==> config.mk <==
export PLATFORM = sky130hd
export DESIGN_NAME = flash_cmd_decoder
export DESIGN_NICKNAME = d
export VERILOG_FILES = /design/src/rtl/flash_cmd_pkg.sv /design/src/rtl/fcd_addr_match.sv /design/src/rtl/fcd_seq_fsm.sv /design/src/rtl/fcd_id_unit.sv /design/src/rtl/flash_cmd_decoder.sv
export SDC_FILE = /design/constraint.sdc
export NUM_CORES = 1
export LEC_CHECK = 0
export BUFFER_PORTS_ARGS = -buffer_cell sky130_fd_sc_hd__buf_2
export CAP_MARGIN = 20
export CORE_MARGIN = 2
export CORE_UTILIZATION = 35
export CTS_BUF_LIST = sky130_fd_sc_hd__clkbuf_16
export DETAILED_ROUTE_END_ITERATION = 8
export GPL_ROUTABILITY_DRIVEN = 1
export HOLD_SLACK_MARGIN = 0.06
export PLACE_DENSITY = 0.73
export SYNTH_ARGS = -nofsm -noshare
export SYNTH_HDL_FRONTEND = slang
export SYNTH_SLANG_ARGS = --single-unit
==> constraint.sdc <==
create_clock -name clk_i -period 2.1 [get_ports clk_i]
set_input_delay 0.315 -clock clk_i [delete_from_list [all_inputs] [get_ports clk_i]]
set_output_delay 0.315 -clock clk_i [all_outputs]
set_load 0.005 [all_outputs]
==> src/rtl/flash_cmd_pkg.sv <==
package flash_cmd_pkg;
  localparam int unsigned BYTE_W = 8;

  typedef enum logic [2:0] {
    ST_IDLE,
    ST_UNL1,
    ST_UNL2,
    ST_PROG,
    ST_ERS1,
    ST_ERS2,
    ST_ERS3
  } seq_state_e;

  localparam logic [BYTE_W-1:0] CD_KEY_A    = 8'hAA;
  localparam logic [BYTE_W-1:0] CD_KEY_B    = 8'h55;
  localparam logic [BYTE_W-1:0] CD_PROG     = 8'hA0;
  localparam logic [BYTE_W-1:0] CD_ERASE    = 8'h80;
  localparam logic [BYTE_W-1:0] CD_ID_ENTER = 8'h90;
  localparam logic [BYTE_W-1:0] CD_ID_EXIT  = 8'hF0;
  localparam logic [BYTE_W-1:0] CD_SECT     = 8'h30;
  localparam logic [BYTE_W-1:0] CD_BANK     = 8'h10;

  typedef struct packed {
    logic hit_a;
    logic hit_b;
  } addr_hit_t;
endpackage

==> src/rtl/fcd_addr_match.sv <==
module fcd_addr_match
  import flash_cmd_pkg::*;
#(
  parameter int unsigned CMP_W = 15,
  parameter logic [CMP_W-1:0] KEY_ADDR_A = 15'h5555,
  parameter logic [CMP_W-1:0] KEY_ADDR_B = 15'h2AAA
) (
  input  logic [CMP_W-1:0] addr_lo_i,
  output addr_hit_t        hit_o
);
  logic [CMP_W-1:0] diff_a, diff_b;

  for (genvar b = 0; b < CMP_W; b++) begin : g_bit
    assign diff_a[b] = addr_lo_i[b] ^ KEY_ADDR_A[b];
    assign diff_b[b] = addr_lo_i[b] ^ KEY_ADDR_B[b];
  end

  assign hit_o.hit_a = ~|diff_a;
  assign hit_o.hit_b = ~|diff_b;
endmodule

==> src/rtl/fcd_seq_fsm.sv <==
module fcd_seq_fsm
  import flash_cmd_pkg::*;
#(
  parameter int unsigned ADDR_W   = 19,
  parameter int unsigned SECT_LSB = 12,
  localparam int unsigned SECT_W  = ADDR_W - SECT_LSB
) (
  input  logic              clk_i,
  input  logic              rst_ni,
  input  logic              acc_i,
  input  addr_hit_t         hit_i,
  input  logic [ADDR_W-1:0] addr_i,
  input  logic [BYTE_W-1:0] data_i,
  output logic              id_set_o,
  output logic              id_clr_o,
  output logic              prog_req_o,
  output logic [ADDR_W-1:0] prog_addr_o,
  output logic [BYTE_W-1:0] prog_data_o,
  output logic              sect_req_o,
  output logic [SECT_W-1:0] sect_num_o,
  output logic              bank_req_o
);
  seq_state_e st_q, st_d;
  logic prog_d, sect_d, bank_d;
  logic prog_q, sect_q, bank_q;
  logic [ADDR_W-1:0] paddr_q;
  logic [BYTE_W-1:0] pdata_q;
  logic [SECT_W-1:0] snum_q;

  always_comb begin
    st_d     = st_q;
    id_set_o = 1'b0;
    id_clr_o = 1'b0;
    prog_d   = 1'b0;
    sect_d   = 1'b0;
    bank_d   = 1'b0;
    if (acc_i) begin
      // default on any accepted write: back to idle (abort or completion)
      st_d = ST_IDLE;
      unique case (st_q)
        ST_IDLE: begin
          if (hit_i.hit_a && data_i == CD_KEY_A) st_d = ST_UNL1;
          else if (data_i == CD_ID_EXIT)         id_clr_o = 1'b1;
        end
        ST_UNL1: if (hit_i.hit_b && data_i == CD_KEY_B) st_d = ST_UNL2;
        ST_UNL2: begin
          if (hit_i.hit_a) begin
            unique case (data_i)
              CD_PROG:     st_d = ST_PROG;
              CD_ERASE:    st_d = ST_ERS1;
              CD_ID_ENTER: id_set_o = 1'b1;
              CD_ID_EXIT:  id_clr_o = 1'b1;
              default:     st_d = ST_IDLE;
            endcase
          end
        end
        ST_PROG: prog_d = 1'b1;
        ST_ERS1: if (hit_i.hit_a && data_i == CD_KEY_A) st_d = ST_ERS2;
        ST_ERS2: if (hit_i.hit_b && data_i == CD_KEY_B) st_d = ST_ERS3;
        ST_ERS3: begin
          if (data_i == CD_SECT)                    sect_d = 1'b1;
          else if (hit_i.hit_a && data_i == CD_BANK) bank_d = 1'b1;
        end
        default: st_d = ST_IDLE;
      endcase
    end
  end

  always_ff @(posedge clk_i or negedge rst_ni) begin
    if (!rst_ni) begin
      st_q    <= ST_IDLE;
      prog_q  <= 1'b0;
      sect_q  <= 1'b0;
      bank_q  <= 1'b0;
      paddr_q <= '0;
      pdata_q <= '0;
      snum_q  <= '0;
    end else begin
      st_q   <= st_d;
      prog_q <= prog_d;
      sect_q <= sect_d;
      bank_q <= bank_d;
      if (prog_d) begin
        paddr_q <= addr_i;
        pdata_q <= data_i;
      end
      if (sect_d) snum_q <= addr_i[ADDR_W-1:SECT_LSB];
    end
  end

  assign prog_req_o  = prog_q;
  assign prog_addr_o = paddr_q;
  assign prog_data_o = pdata_q;
  assign sect_req_o  = sect_q;
  assign sect_num_o  = snum_q;
  assign bank_req_o  = bank_q;

  a_r9_one_request: assert property (@(posedge clk_i) disable iff (!rst_ni)
    $onehot0({prog_q, sect_q, bank_q}));
  a_r9_prog_single: assert property (@(posedge clk_i) disable iff (!rst_ni)
    prog_q |=> !prog_q);
  a_r8_req_needs_accept: assert property (@(posedge clk_i) disable iff (!rst_ni)
    (prog_q || sect_q || bank_q) |-> $past(acc_i));
  a_r8_hold_position: assert property (@(posedge clk_i) disable iff (!rst_ni)
    !acc_i |=> $stable(st_q));
  a_r3_sector_field: assert property (@(posedge clk_i) disable iff (!rst_ni)
    sect_q |-> (snum_q == $past(addr_i[ADDR_W-1:SECT_LSB])));
  a_r2_prog_fields: assert property (@(posedge clk_i) disable iff (!rst_ni)
    prog_q |-> (paddr_q == $past(addr_i) && pdata_q == $past(data_i)));
endmodule

==> src/rtl/fcd_id_unit.sv <==
module fcd_id_unit
  import flash_cmd_pkg::*;
#(
  parameter int unsigned ADDR_W = 19,
  parameter logic [BYTE_W-1:0] MFR_CODE = 8'hBF,
  parameter logic [BYTE_W-1:0] DEV_CODE = 8'h17
) (
  input  logic              clk_i,
  input  logic              rst_ni,
  input  logic              id_set_i,
  input  logic              id_clr_i,
  input  logic [ADDR_W-1:0] rd_addr_i,
  output logic              id_mode_o,
  output logic [BYTE_W-1:0] id_data_o
);
  logic id_q;
  logic rd_upper_zero;

  always_ff @(posedge clk_i or negedge rst_ni) begin
    if (!rst_ni)       id_q <= 1'b0;
    else if (id_set_i) id_q <= 1'b1;
    else if (id_clr_i) id_q <= 1'b0;
  end

  assign rd_upper_zero = ~|rd_addr_i[ADDR_W-1:1];

  always_comb begin
    id_data_o = '0;
    if (id_q && rd_upper_zero) id_data_o = rd_addr_i[0] ? DEV_CODE : MFR_CODE;
  end

  assign id_mode_o = id_q;

  a_r7_id_held: assert property (@(posedge clk_i) disable iff (!rst_ni)
    !(id_set_i || id_clr_i) |=> $stable(id_q));
  a_r6_clear_takes: assert property (@(posedge clk_i) disable iff (!rst_ni)
    (id_clr_i && !id_set_i) |=> !id_q);
endmodule

==> src/rtl/flash_cmd_decoder.sv <==
module flash_cmd_decoder
  import flash_cmd_pkg::*;
#(
  parameter int unsigned ADDR_W   = 19,
  parameter int unsigned CMP_W    = 15,
  parameter int unsigned SECT_LSB = 12,
  parameter logic [7:0]  MFR_CODE = 8'hBF,
  parameter logic [7:0]  DEV_CODE = 8'h17,
  localparam int unsigned SECT_W  = ADDR_W - SECT_LSB
) (
  input  logic              clk_i,
  input  logic              rst_ni,
  input  logic              wr_i,
  input  logic              busy_i,
  input  logic [ADDR_W-1:0] addr_i,
  input  logic [7:0]        data_i,
  input  logic [ADDR_W-1:0] rd_addr_i,
  output logic              prog_req_o,
  output logic [ADDR_W-1:0] prog_addr_o,
  output logic [7:0]        prog_data_o,
  output logic              sect_erase_req_o,
  output logic [SECT_W-1:0] sect_num_o,
  output logic              bank_erase_req_o,
  output logic              id_mode_o,
  output logic [7:0]        id_data_o
);
  addr_hit_t hit;
  logic acc, id_set, id_clr;

  // busy gates everything, including ID entry and exit
  assign acc = wr_i & ~busy_i;

  fcd_addr_match #(.CMP_W(CMP_W)) i_match (
    .addr_lo_i (addr_i[CMP_W-1:0]),
    .hit_o     (hit)
  );

  fcd_seq_fsm #(.ADDR_W(ADDR_W), .SECT_LSB(SECT_LSB)) i_fsm (
    .clk_i       (clk_i),
    .rst_ni      (rst_ni),
    .acc_i       (acc),
    .hit_i       (hit),
    .addr_i      (addr_i),
    .data_i      (data_i),
    .id_set_o    (id_set),
    .id_clr_o    (id_clr),
    .prog_req_o  (prog_req_o),
    .prog_addr_o (prog_addr_o),
    .prog_data_o (prog_data_o),
    .sect_req_o  (sect_erase_req_o),
    .sect_num_o  (sect_num_o),
    .bank_req_o  (bank_erase_req_o)
  );

  fcd_id_unit #(.ADDR_W(ADDR_W), .MFR_CODE(MFR_CODE), .DEV_CODE(DEV_CODE)) i_id (
    .clk_i     (clk_i),
    .rst_ni    (rst_ni),
    .id_set_i  (id_set),
    .id_clr_i  (id_clr),
    .rd_addr_i (rd_addr_i),
    .id_mode_o (id_mode_o),
    .id_data_o (id_data_o)
  );

  a_r8_busy_keeps_id: assert property (@(posedge clk_i) disable iff (!rst_ni)
    busy_i |=> $stable(id_mode_o));
  a_r8_busy_no_request: assert property (@(posedge clk_i) disable iff (!rst_ni)
    busy_i |=> !(prog_req_o || sect_erase_req_o || bank_erase_req_o));
  a_r5_quiet_outside_id: assert property (@(posedge clk_i) disable iff (!rst_ni)
    !id_mode_o |-> (id_data_o == 8'h00));
endmodule

==> reports/results.md <==
### Worst setup path
* critical path launch point type: flip-flop
* CP Data Required Time: 1.78 ns
* WS Path Type: flip-flop to output port
* largest driver fanout on the critical path: 3
* crit path cell chain: nor4b_2 -> nand4_1 -> nor4_2 -> nor2b_1 -> buf_2
* endpoint class of the critical path: output port
* CP arrival: 1.65 ns
* Buffers & Inverters on Critical Path: 1
* Crit path max-delay family: simple AND/OR/NAND/NOR gates
* worst-path cell with the longest stage delay: dfrtp_1
* largest stage delay on the critical path: 0.40 ns

### Floorplanning
* starting utilization of the core area: 36.67%
* area enclosed by the die boundary: 6024 um^2
* # rows: 26
* placeable core region: 5172 um^2
* I/O pin count: 96
* vertical die dimension: 77.62 um
* chip width: 77.62 um

### Global routing
* global-route met2 utilization: 25.52%
* met3 routing resource usage after global routing: 4.302%
* global-route wire length before repair: 7113 um
* largest net degree at the start of global routing: 42
* total track usage: 15.29%
* vias in the first global route: 1448
* global-route congestion overflow total: 0
* number of antenna violations at the first check in global routing: 0
* highest-utilization routing layer at the global route stage: met2
* fraction of met1 tracks used by global routing: 19.13%

### CTS
* Num CTS Buffers: 5
* Post-CTS Resized: 0
* Post-CTS Setup Bufs: 0
* TritonCTS clock tree: done
* Worst-path clk slew: 0.06 ns
* number of H-tree branching levels: 2
* Hold Buf Count CTS: 0
* clock root buffer master: clkbuf_16
* clock network latency to the later pin of the worst-skew pair: 0.28 ns
* TritonCTS Sinks: 41
* maximum count of clock buffers along a single path: 2

### Synth
* number of different library cells in the post-synthesis netlist: 35
* number of instances in the synthesized netlist: 156
* area of the mapped netlist: 1897 um^2
* Post-Synthesis Net Count: 206
* proportion of synthesized flip-flops having asynchronous set or reset: 100.0%
* number of warning messages in the yosys log: 0
* syn avg cell area: 12.16 um^2
* most frequently used flop master after synthesis: dfrtp_1
* sequential share of the synthesized area: 54.09%
* number of synthesized flops with an enable pin: 0
* register bit count reported by yosys: 41

### STA
* Final Worst Setup Slack: 0.1340 ns
* RSZ-0062 raised after global routing: no
* final cycle utilization of the critical path: 93.62%
* setup TNS: 0 ns
* max-slew headroom at the worst pin: 64.82%
* setup clock skew after layout: 0.005380 ns
* Min Clock Period, post-route: 1.966 ns
* pins over their slew limit: 0
* maximum frequency from static timing analysis: 508.6 MHz
* transition time of the tightest slew-check pin: 0.5277 ns
* total count of hold-check failures in the final report: 0
* total setup violations reported at the end of the flow: 0

### Drt
* routed via count divided by cell count: 4.891
* via count: 1575
* first-iteration detailed-routing DRC count: 70
* 1st-pass router iterations: 4
* DRC viols: 0
* count of antenna-violating nets left after detailed routing: 0
* wire per inst: 14.24 um
* DRT Wirelength: 4585 um

### Min path
* hold crit path type: input port to asynchronous set/reset pin

### Status
* outcome: finished clean

### Place
* setup slack at placement: 0.2967 ns
* cell area after placement: 2420 um^2
* placer's final routability congestion estimate: 0.7951
* Port Buffer Count: 94
* DP HPWL: 3493 um

### Cells and area
* area delta synth->final: 37.07%
* total inserted antenna cells: 0
* Final nets: 301
* layout filler cell count: 480
* layout cell share with drive strength beyond 1: 56.75%
* cell area after layout: 2600 um^2
* Layout Utilization: 50.27%

### Power
* VDD IR max: 537.9 uV
* ratio of total power to cell area: 738.0 nW/um^2
* overall power: 0.001919 W
* cell leakage power: 1.445 nW

### Run
* Maximum Capacitance Violations: 0

-- power breakdown --
part / switching, W / total (W) / internal, W
combinational: 0.0000980 / 0.000202 / 0.000104
sequential: 0.0000251 / 0.000859 / 0.000833
clock: 0.000300 / 0.000858 / 0.000558
-- flip-flops by register name, indices dropped and copies added, names as in the netlist --
register and count:
i_fsm.bank_req_o 1, i_fsm.sect_num_o 7, i_fsm.sect_req_o 1, i_fsm.prog_addr_o 19, i_id.id_mode_o 1, i_fsm.st_q 3, i_fsm.prog_req_o 1, i_fsm.prog_data_o 8
-- routing by layer --
layer | vias up | routed length (um) | part of all wire, %
met5 | - | 0 | 0
met4 | 0 | 48 | 1.0
met3 | 4 | 294 | 6.4
met2 | 73 | 2257 | 49
met1 | 745 | 1984 | 43
li1 | 753 | - | -
-- area by class of cell --
type / count / area, um^2 / share of cell area (%)
Tap cell: 70 / 87.58 / 3.369
Clock inverter: 3 / 42.54 / 1.636
Multi-Input combinational cell: 99 / 792.0 / 30.46
Timing Repair Buffer: 99 / 508.0 / 19.54
Sequential cell: 41 / 1026 / 39.46
Clock buffer: 5 / 125.1 / 4.812
Inverter: 5 / 18.77 / 0.7218
-- Yosys cell counts (all sizes together) (2+ instances only) --
| cell type | count | share of area (%) |
|---|---|---|
| buf | 11 | 3.8 |
| dfrtp | 41 | 54 |
| inv | 5 | 0.99 |
| mux2 | 29 | 17 |
| nand2 | 18 | 3.7 |
| nand3 | 3 | 0.79 |
| nand4 | 9 | 3.0 |
| nand4b | 2 | 0.92 |
| nor2 | 5 | 0.99 |
| nor2b | 5 | 1.6 |
| nor4 | 6 | 3.1 |
| nor4b | 4 | 2.5 |
| o21ai | 3 | 0.99 |
| o22ai | 2 | 0.66 |
| or4 | 2 | 0.99 |
-- worst reg2reg max path, delay by kind of cell (launching register included) --
family / cells / cell delay (ns)
compound gates: 2 / 0.21
flops: 1 / 0.49
simple gates: 3 / 0.84
-- worst paths after layout --
kind,cells after the start,to,start,slack [ns]
worst min register to register,2,i_fsm.prog_addr_o[18],i_fsm.prog_addr_o[18],0.47
max in group asynchronous,2,i_fsm.bank_req_o,rst_ni,1.63
worst max register to register,5,i_id.id_mode_o,i_fsm.st_q[0],0.46
worst min-delay path,2,i_fsm.prog_addr_o[9],rst_ni,0.08
min in group clk_i,3,i_fsm.prog_addr_o[16],addr_i[16],0.24
worst max-delay path,5,id_data_o[5],i_id.id_mode_o,0.13
-- per-stage QoR --
| stage | instances | hold slack (ns) |
|---|---|---|
| floorplan | 156 | 0.01941 |
| global placement | 314 | 0.4070 |
| detailed placement | 314 | 0.4167 |
| CTS | 322 | 0.1169 |
| global route | 322 | 0.1446 |
| finish | 322 | 0.08315 |
-- layout by cell type, fill, tap and decap left out, drive strengths merged, types with 3 or more instances in the layout --
cell type,netlist,final
nor4b,4,4
nand3,3,3
mux2,29,29
nor2,5,5
clkbuf,0,5
nor4,6,6
dfrtp,41,41
nor2b,5,5
nand2,18,18
buf,11,99
o21ai,3,3
nand4,9,9
inv,5,6
-- cell families (layout without fill, tap and decap cells) --
group                  Yosys count  count (layout)  synth area share [%]
other                            1               1                0.1977
muxes                           29              29                 17.22
buffers and inverters           16             112                 4.815
and+or+nand+nor                 60              60                 20.45
AOI/OAI and AO/OA                9               9                 3.232
DFF                             41              41                 54.09
Note: power is estimated with default switching activity, not from simulation.
